===== config.mk =====
export PLATFORM = sky130hd
export DESIGN_NAME = dram_init_seq
export DESIGN_NICKNAME = d
export VERILOG_FILES = /design/src/rtl/dram_init_pkg.sv /design/src/rtl/dram_init_timer.sv /design/src/rtl/dram_init_fsm.sv /design/src/rtl/dram_init_pins.sv /design/src/rtl/dram_init_seq.sv
export SDC_FILE = /design/constraint.sdc
export NUM_CORES = 1
export LEC_CHECK = 0
export BUFFER_PORTS_ARGS = -buffer_cell sky130_fd_sc_hd__buf_2
export CORE_UTILIZATION = 35
export CTS_BUF_LIST = sky130_fd_sc_hd__clkbuf_2 sky130_fd_sc_hd__clkbuf_4 sky130_fd_sc_hd__clkbuf_8
export CTS_CLUSTER_DIAMETER = 60
export CTS_CLUSTER_SIZE = 16
export DETAILED_ROUTE_END_ITERATION = 16
export PLACE_DENSITY_LB_ADDON = 0.25
export SETUP_SLACK_MARGIN = 0.05
export SYNTH_ARGS = -nofsm -noshare
export SYNTH_HDL_FRONTEND = slang
export SYNTH_SLANG_ARGS = --single-unit

===== constraint.sdc =====
create_clock -name clk -period 1.74 [get_ports clk]
set_input_delay 0.174 -clock clk [delete_from_list [all_inputs] [get_ports clk]]
set_output_delay 0.174 -clock clk [all_outputs]
set_load 0.02 [all_outputs]

===== src/rtl/dram_init_pkg.sv =====
package dram_init_pkg;

    typedef enum logic [3:0] {
        ST_IDLE,
        ST_WAKE,
        ST_PRE,
        ST_PRE_W,
        ST_REF1,
        ST_REF1_W,
        ST_REF2,
        ST_REF2_W,
        ST_MODE,
        ST_MODE_W,
        ST_READY
    } init_state_e;

    typedef struct packed {
        logic cs_n;
        logic ras_n;
        logic cas_n;
        logic we_n;
    } dram_cmd_t;

    localparam dram_cmd_t CMD_DESEL = '{cs_n: 1'b1, ras_n: 1'b1, cas_n: 1'b1, we_n: 1'b1};
    localparam dram_cmd_t CMD_NOP   = '{cs_n: 1'b0, ras_n: 1'b1, cas_n: 1'b1, we_n: 1'b1};
    localparam dram_cmd_t CMD_PRE   = '{cs_n: 1'b0, ras_n: 1'b0, cas_n: 1'b1, we_n: 1'b0};
    localparam dram_cmd_t CMD_REF   = '{cs_n: 1'b0, ras_n: 1'b0, cas_n: 1'b0, we_n: 1'b1};
    localparam dram_cmd_t CMD_MRS   = '{cs_n: 1'b0, ras_n: 1'b0, cas_n: 1'b0, we_n: 1'b0};

    // Address bit that selects "all banks" on a precharge.
    localparam int PRE_ALL_BIT = 10;

    // NOP cycles needed after a command: ceil(t/tck) - 1, never negative.
    function automatic int wait_clocks(input int t_ps, input int tck_ps);
        int whole;
        whole = (t_ps + tck_ps - 1) / tck_ps;
        return (whole > 0) ? whole - 1 : 0;
    endfunction

    function automatic int max_of3(input int a, input int b, input int c);
        int m;
        m = (a > b) ? a : b;
        return (m > c) ? m : c;
    endfunction

    // Timer width, at least one bit even when every wait is skipped.
    function automatic int timer_width(input int max_count);
        int w;
        w = $clog2(max_count + 1);
        return (w < 1) ? 1 : w;
    endfunction

    // Pin pattern that belongs to each sequencer state.
    function automatic dram_cmd_t cmd_for_state(input init_state_e s);
        dram_cmd_t c;
        case (s)
            ST_IDLE:          c = CMD_DESEL;
            ST_PRE:           c = CMD_PRE;
            ST_REF1, ST_REF2: c = CMD_REF;
            ST_MODE:          c = CMD_MRS;
            default:          c = CMD_NOP;
        endcase
        return c;
    endfunction

endpackage


===== src/rtl/dram_init_timer.sv =====
module dram_init_timer #(
    parameter int CW = 4
) (
    input  logic          clk,
    input  logic          rst,
    input  logic          load_i,
    input  logic [CW-1:0] load_val_i,
    output logic          last_o
);
    logic [CW-1:0] cnt_q;

    always_ff @(posedge clk) begin
        if (rst) begin
            cnt_q <= '0;
        end else if (load_i) begin
            cnt_q <= load_val_i;
        end else if (cnt_q != '0) begin
            cnt_q <= cnt_q - 1'b1;
        end
    end

    // The wait state holds while the count runs; it leaves when one cycle is left.
    assign last_o = (cnt_q == CW'(1));

endmodule


===== src/rtl/dram_init_fsm.sv =====
module dram_init_fsm
    import dram_init_pkg::*;
#(
    parameter int WAIT_RP  = 2,
    parameter int WAIT_RFC = 9,
    parameter int WAIT_MRD = 1,
    parameter int CW       = 4
) (
    input  logic          clk,
    input  logic          rst,
    input  logic          stable_i,
    input  logic          timer_last_i,
    output init_state_e   state_d_o,
    output logic          load_o,
    output logic [CW-1:0] load_val_o
);
    localparam logic SKIP_RP  = (WAIT_RP  == 0);
    localparam logic SKIP_RFC = (WAIT_RFC == 0);
    localparam logic SKIP_MRD = (WAIT_MRD == 0);

    localparam logic [CW-1:0] LV_RP  = CW'(WAIT_RP);
    localparam logic [CW-1:0] LV_RFC = CW'(WAIT_RFC);
    localparam logic [CW-1:0] LV_MRD = CW'(WAIT_MRD);

    init_state_e state_q;
    init_state_e state_d;

    always_comb begin
        state_d    = state_q;
        load_o     = 1'b0;
        load_val_o = '0;
        case (state_q)
            ST_IDLE:   if (stable_i) state_d = ST_WAKE;
            ST_WAKE:   state_d = ST_PRE;
            ST_PRE: begin
                state_d    = SKIP_RP ? ST_REF1 : ST_PRE_W;
                load_o     = !SKIP_RP;
                load_val_o = LV_RP;
            end
            ST_PRE_W:  if (timer_last_i) state_d = ST_REF1;
            ST_REF1: begin
                state_d    = SKIP_RFC ? ST_REF2 : ST_REF1_W;
                load_o     = !SKIP_RFC;
                load_val_o = LV_RFC;
            end
            ST_REF1_W: if (timer_last_i) state_d = ST_REF2;
            ST_REF2: begin
                state_d    = SKIP_RFC ? ST_MODE : ST_REF2_W;
                load_o     = !SKIP_RFC;
                load_val_o = LV_RFC;
            end
            ST_REF2_W: if (timer_last_i) state_d = ST_MODE;
            ST_MODE: begin
                state_d    = SKIP_MRD ? ST_READY : ST_MODE_W;
                load_o     = !SKIP_MRD;
                load_val_o = LV_MRD;
            end
            ST_MODE_W: if (timer_last_i) state_d = ST_READY;
            ST_READY:  state_d = ST_READY;
            default:   state_d = ST_IDLE;
        endcase
    end

    always_ff @(posedge clk) begin
        if (rst) begin
            state_q <= ST_IDLE;
        end else begin
            state_q <= state_d;
        end
    end

    assign state_d_o = state_d;

endmodule


===== src/rtl/dram_init_pins.sv =====
module dram_init_pins
    import dram_init_pkg::*;
#(
    parameter int                ADDR_W     = 13,
    parameter int                BANK_W     = 2,
    parameter logic [ADDR_W-1:0] MODE_VALUE = '0
) (
    input  logic              clk,
    input  logic              rst,
    input  init_state_e       state_d_i,
    output dram_cmd_t         cmd_o,
    output logic              cke_o,
    output logic [ADDR_W-1:0] addr_o,
    output logic [BANK_W-1:0] ba_o,
    output logic              done_o
);
    localparam logic [ADDR_W-1:0] PRE_ALL_ADDR = ADDR_W'(1) << PRE_ALL_BIT;

    dram_cmd_t         cmd_d;
    logic [ADDR_W-1:0] addr_d;

    always_comb begin
        cmd_d = cmd_for_state(state_d_i);
        case (state_d_i)
            ST_PRE:  addr_d = PRE_ALL_ADDR;
            ST_MODE: addr_d = MODE_VALUE;
            default: addr_d = '0;
        endcase
    end

    // Registered pins follow the state register with the same timing.
    always_ff @(posedge clk) begin
        if (rst) begin
            cmd_o  <= CMD_DESEL;
            cke_o  <= 1'b0;
            addr_o <= '0;
            ba_o   <= '0;
            done_o <= 1'b0;
        end else begin
            cmd_o  <= cmd_d;
            cke_o  <= (state_d_i != ST_IDLE);
            addr_o <= addr_d;
            ba_o   <= '0;
            done_o <= (state_d_i == ST_READY);
        end
    end

endmodule


===== src/rtl/dram_init_seq.sv =====
module dram_init_seq
    import dram_init_pkg::*;
#(
    parameter int                CLK_PERIOD_PS = 8000,
    parameter int                T_RP_PS       = 20000,
    parameter int                T_RFC_PS      = 75000,
    parameter int                T_MRD_PS      = 12000,
    parameter int                ADDR_W        = 13,
    parameter int                BANK_W        = 2,
    parameter logic [ADDR_W-1:0] MODE_VALUE    = 13'h0032
) (
    input  logic              clk,
    input  logic              rst,
    input  logic              stable_i,
    output logic              cke_o,
    output logic              cs_n_o,
    output logic              ras_n_o,
    output logic              cas_n_o,
    output logic              we_n_o,
    output logic [ADDR_W-1:0] addr_o,
    output logic [BANK_W-1:0] ba_o,
    output logic              init_done_o
);
    localparam int WAIT_RP  = wait_clocks(T_RP_PS,  CLK_PERIOD_PS);
    localparam int WAIT_RFC = wait_clocks(T_RFC_PS, CLK_PERIOD_PS);
    localparam int WAIT_MRD = wait_clocks(T_MRD_PS, CLK_PERIOD_PS);
    localparam int WAIT_MAX = max_of3(WAIT_RP, WAIT_RFC, WAIT_MRD);
    localparam int CW       = timer_width(WAIT_MAX);

    init_state_e   state_d;
    logic          tmr_load;
    logic [CW-1:0] tmr_val;
    logic          tmr_last;
    dram_cmd_t     cmd;

    dram_init_fsm #(
        .WAIT_RP  (WAIT_RP),
        .WAIT_RFC (WAIT_RFC),
        .WAIT_MRD (WAIT_MRD),
        .CW       (CW)
    ) u_fsm (
        .clk          (clk),
        .rst          (rst),
        .stable_i     (stable_i),
        .timer_last_i (tmr_last),
        .state_d_o    (state_d),
        .load_o       (tmr_load),
        .load_val_o   (tmr_val)
    );

    dram_init_timer #(
        .CW (CW)
    ) u_timer (
        .clk        (clk),
        .rst        (rst),
        .load_i     (tmr_load),
        .load_val_i (tmr_val),
        .last_o     (tmr_last)
    );

    dram_init_pins #(
        .ADDR_W     (ADDR_W),
        .BANK_W     (BANK_W),
        .MODE_VALUE (MODE_VALUE)
    ) u_pins (
        .clk       (clk),
        .rst       (rst),
        .state_d_i (state_d),
        .cmd_o     (cmd),
        .cke_o     (cke_o),
        .addr_o    (addr_o),
        .ba_o      (ba_o),
        .done_o    (init_done_o)
    );

    assign cs_n_o  = cmd.cs_n;
    assign ras_n_o = cmd.ras_n;
    assign cas_n_o = cmd.cas_n;
    assign we_n_o  = cmd.we_n;

endmodule


==> run metrics <==
fraction of registers with async set/reset 0; critical-path maximum fanout 5; Clock Skews about 0.0025 ns; Leak ~0.00043 uW; clk_lat worst skew slightly below 0.3 ns; synthesis-to-finish area growth 9.87%; CP startpoint kind register; Most used DFF post-synth dfxtp_1; Crit. End Element register; synthesized flop and latch total 16; Hold Path Class in2reg; M1 wire length 697 um; area share of the largest cell type after synthesis 0.361; H-tree depth 1; setup tns final 0 ns; drt via density about 4.7; Syn Inst Count between 90 and 100; clk buf depth 2; met2 wire length between 700 and 800 um; number of flops mapped to enable cells by yosys 0; number of buffer and inverter stages on the critical path 2; IO Port Bufs 12; DR WL met3 between 70 and 80 um; initial antenna violation count 0; Fmax achieved 625 MHz; CTS sink count 16; # rows 17; Tcrit/Tclk final 0.919; pwr/cell area between 1000 and 1500 nW/um^2; ANT cells 0; CTS Hold Bufs 0; vias in the first global route ~560; Synth cell types 37; slowest library cell on the worst path or3b_4; Initial Util 0.386; DPL Wire Length between 1000 and 1500 um; Max IR drop VDD around 0.55 mV; DR iter-0 viols 7; Core ar. 2300 sq um; Max Used Layer met3; required time worst endpoint roughly 1.9 ns; largest net degree at the start of global routing 13; share of cells above drive strength 1 0.312; number of remaining DRC errors 0; unrepaired setup endpoints after global routing no; placed insts 130; routed vias 640; Root Driver clkbuf_4; CP peak stage delay between 0.3 and 0.4 ns; CP arrival roughly 1.8 ns; global route overflow 0; fin crit period between 1.5 and 2 ns; total track usage 0.123; ranking of synthesized cells by area dfxtp_1, buf_4, ha_1; most frequent cells after synthesis dfxtp_1, buf_4, a21oi_1, nor2_1; final hold vios 0; final std cells w/o fill ~140; Top delay family on crit path simple AND/OR/NAND/NOR gates; Seq/Total Area, Yosys 0.361; TritonCTS buffer count 3; Die Y 52.3 um; first-pass GRT wire length between 2000 and 2500 um; die area between 2000 and 3000 sq um; Syn Area/Cell approximately 9.3 sq um; Max-Cap Viols 0; routed wire length roughly 1500 um; Setup Crit Path Kind reg2reg; run status finished, final reports clean; CTS tree built; routed len/inst approximately 11 um; YS warnings 0; IO Pins 24; most common cell in the synthesized netlist dfxtp_1; Detail Route Antenna Nets 0; count of final setup violators 0; die extent in x between 50 and 60 um; Final Net Count 116; CP Cell Sequence inv_2, ha_1, or3b_4, a211oi_4, buf_4, a211oi_2; Detailed Routing Iterations Pass 1 3; Synth area leader dfxtp_1; fin. max-slew vios 0; Clock transition at path regs 0.09 ns; Synth Cell Area a little under 900 sq um; Routability Congestion approximately 0.79
[stage by stage]
step | total power (uW) | worst slack (ns) | hold slack, ns | cell area [sq um] | util
5_1_grt | 1290 | 0.0538 | 0.140 | 975 | 0.424
3_3_place_gp | 887 | 0.171 | 0.442 | 915 | 0.398
3_5_place_dp | 894 | 0.135 | 0.448 | 915 | 0.398
2_1_floorplan | 837 | 0.225 | 0.298 | 925 | -
4_1_cts | 1140 | 0.107 | 0.139 | 951 | 0.414
6_report | 1190 | 0.141 | 0.145 | 975 | 0.424
[registers in the layout (all words and copies together), names as in the netlist]
name and flops:
u_pins.cmd_o 4, u_pins.done_o 1, u_pins.cke_o 1, u_pins.addr_o 2
u_fsm.state_q 4, u_timer.cnt_q 4
[routing by layer]
layer  global-route usage  vias to the layer above
met4               0.0263                        0
li1                     -                      329
met5                    0                        -
met3               0.0609                        0
met2                0.203                       12
met1                0.141                      299
[layout by cell type (no fill, tap or decap), drive strengths merged, types with 2 or more instances in the layout]
cell / instances
nand2: 3
a21oi: 7
nor2: 6
xor2: 2
buf: 19
nand3: 2
dfxtp: 16
ha: 3
nor3: 4
a211oi: 3
nand3b: 2
inv: 4
o21ai: 3
nor3b: 2
conb: 11
and3: 2
nor4b: 2
clkbuf: 4
[worst paths after layout]
path,slack (ns),to,cells after the start,from
worst min register to register,0.49,u_timer.cnt_q[1],2,u_timer.cnt_q[1]
worst max register to register,0.14,u_timer.cnt_q[0],6,u_timer.cnt_q[0]
worst max-delay path,0.14,u_timer.cnt_q[0],6,u_timer.cnt_q[0]
worst min-delay path,0.15,u_fsm.state_q[0],2,stable_i
[logic make-up (layout without fill, tap and decap cells)]
group / count (synthesis) / in the layout / share of synthesized area
simple gates: 30 / 30 / 0.220
buf+inv: 23 / 27 / 0.169
compound gates: 18 / 18 / 0.162
flops: 16 / 16 / 0.361
fa+ha+maj: 3 / 3 / 0.0423
xor+xnor: 3 / 3 / 0.0296
other cells: 1 / 11 / 0.00423
mux: 1 / 1 / 0.0113
[final cells by class]
type / instances / area [sq um]
multi-input combinational: 66 / 454
timing repair buffer: 19 / 113
sequential: 16 / 322
tap: 28 / 35.0
clock buffer: 4 / 36.3
inverter: 4 / 15.0
fill: 252 / 1320
[repair_timing]
item	in CTS	in global routing
setup endpoints to repair	0	2
gates resized for setup	0	3
buffers inserted	0	3
[report_power, final]
part / total, uW / internal [uW] / switching, uW / leakage, uW
Combinational: 481 / 244 / 237 / 0.000279
Clock: 244 / 128 / 117 / 0.0000210
Sequential: 467 / 418 / 49.8 / 0.000132
Total: 1190 / 789 / 403 / 0.000431
No activity file was read; power rests on OpenSTA's default activity.
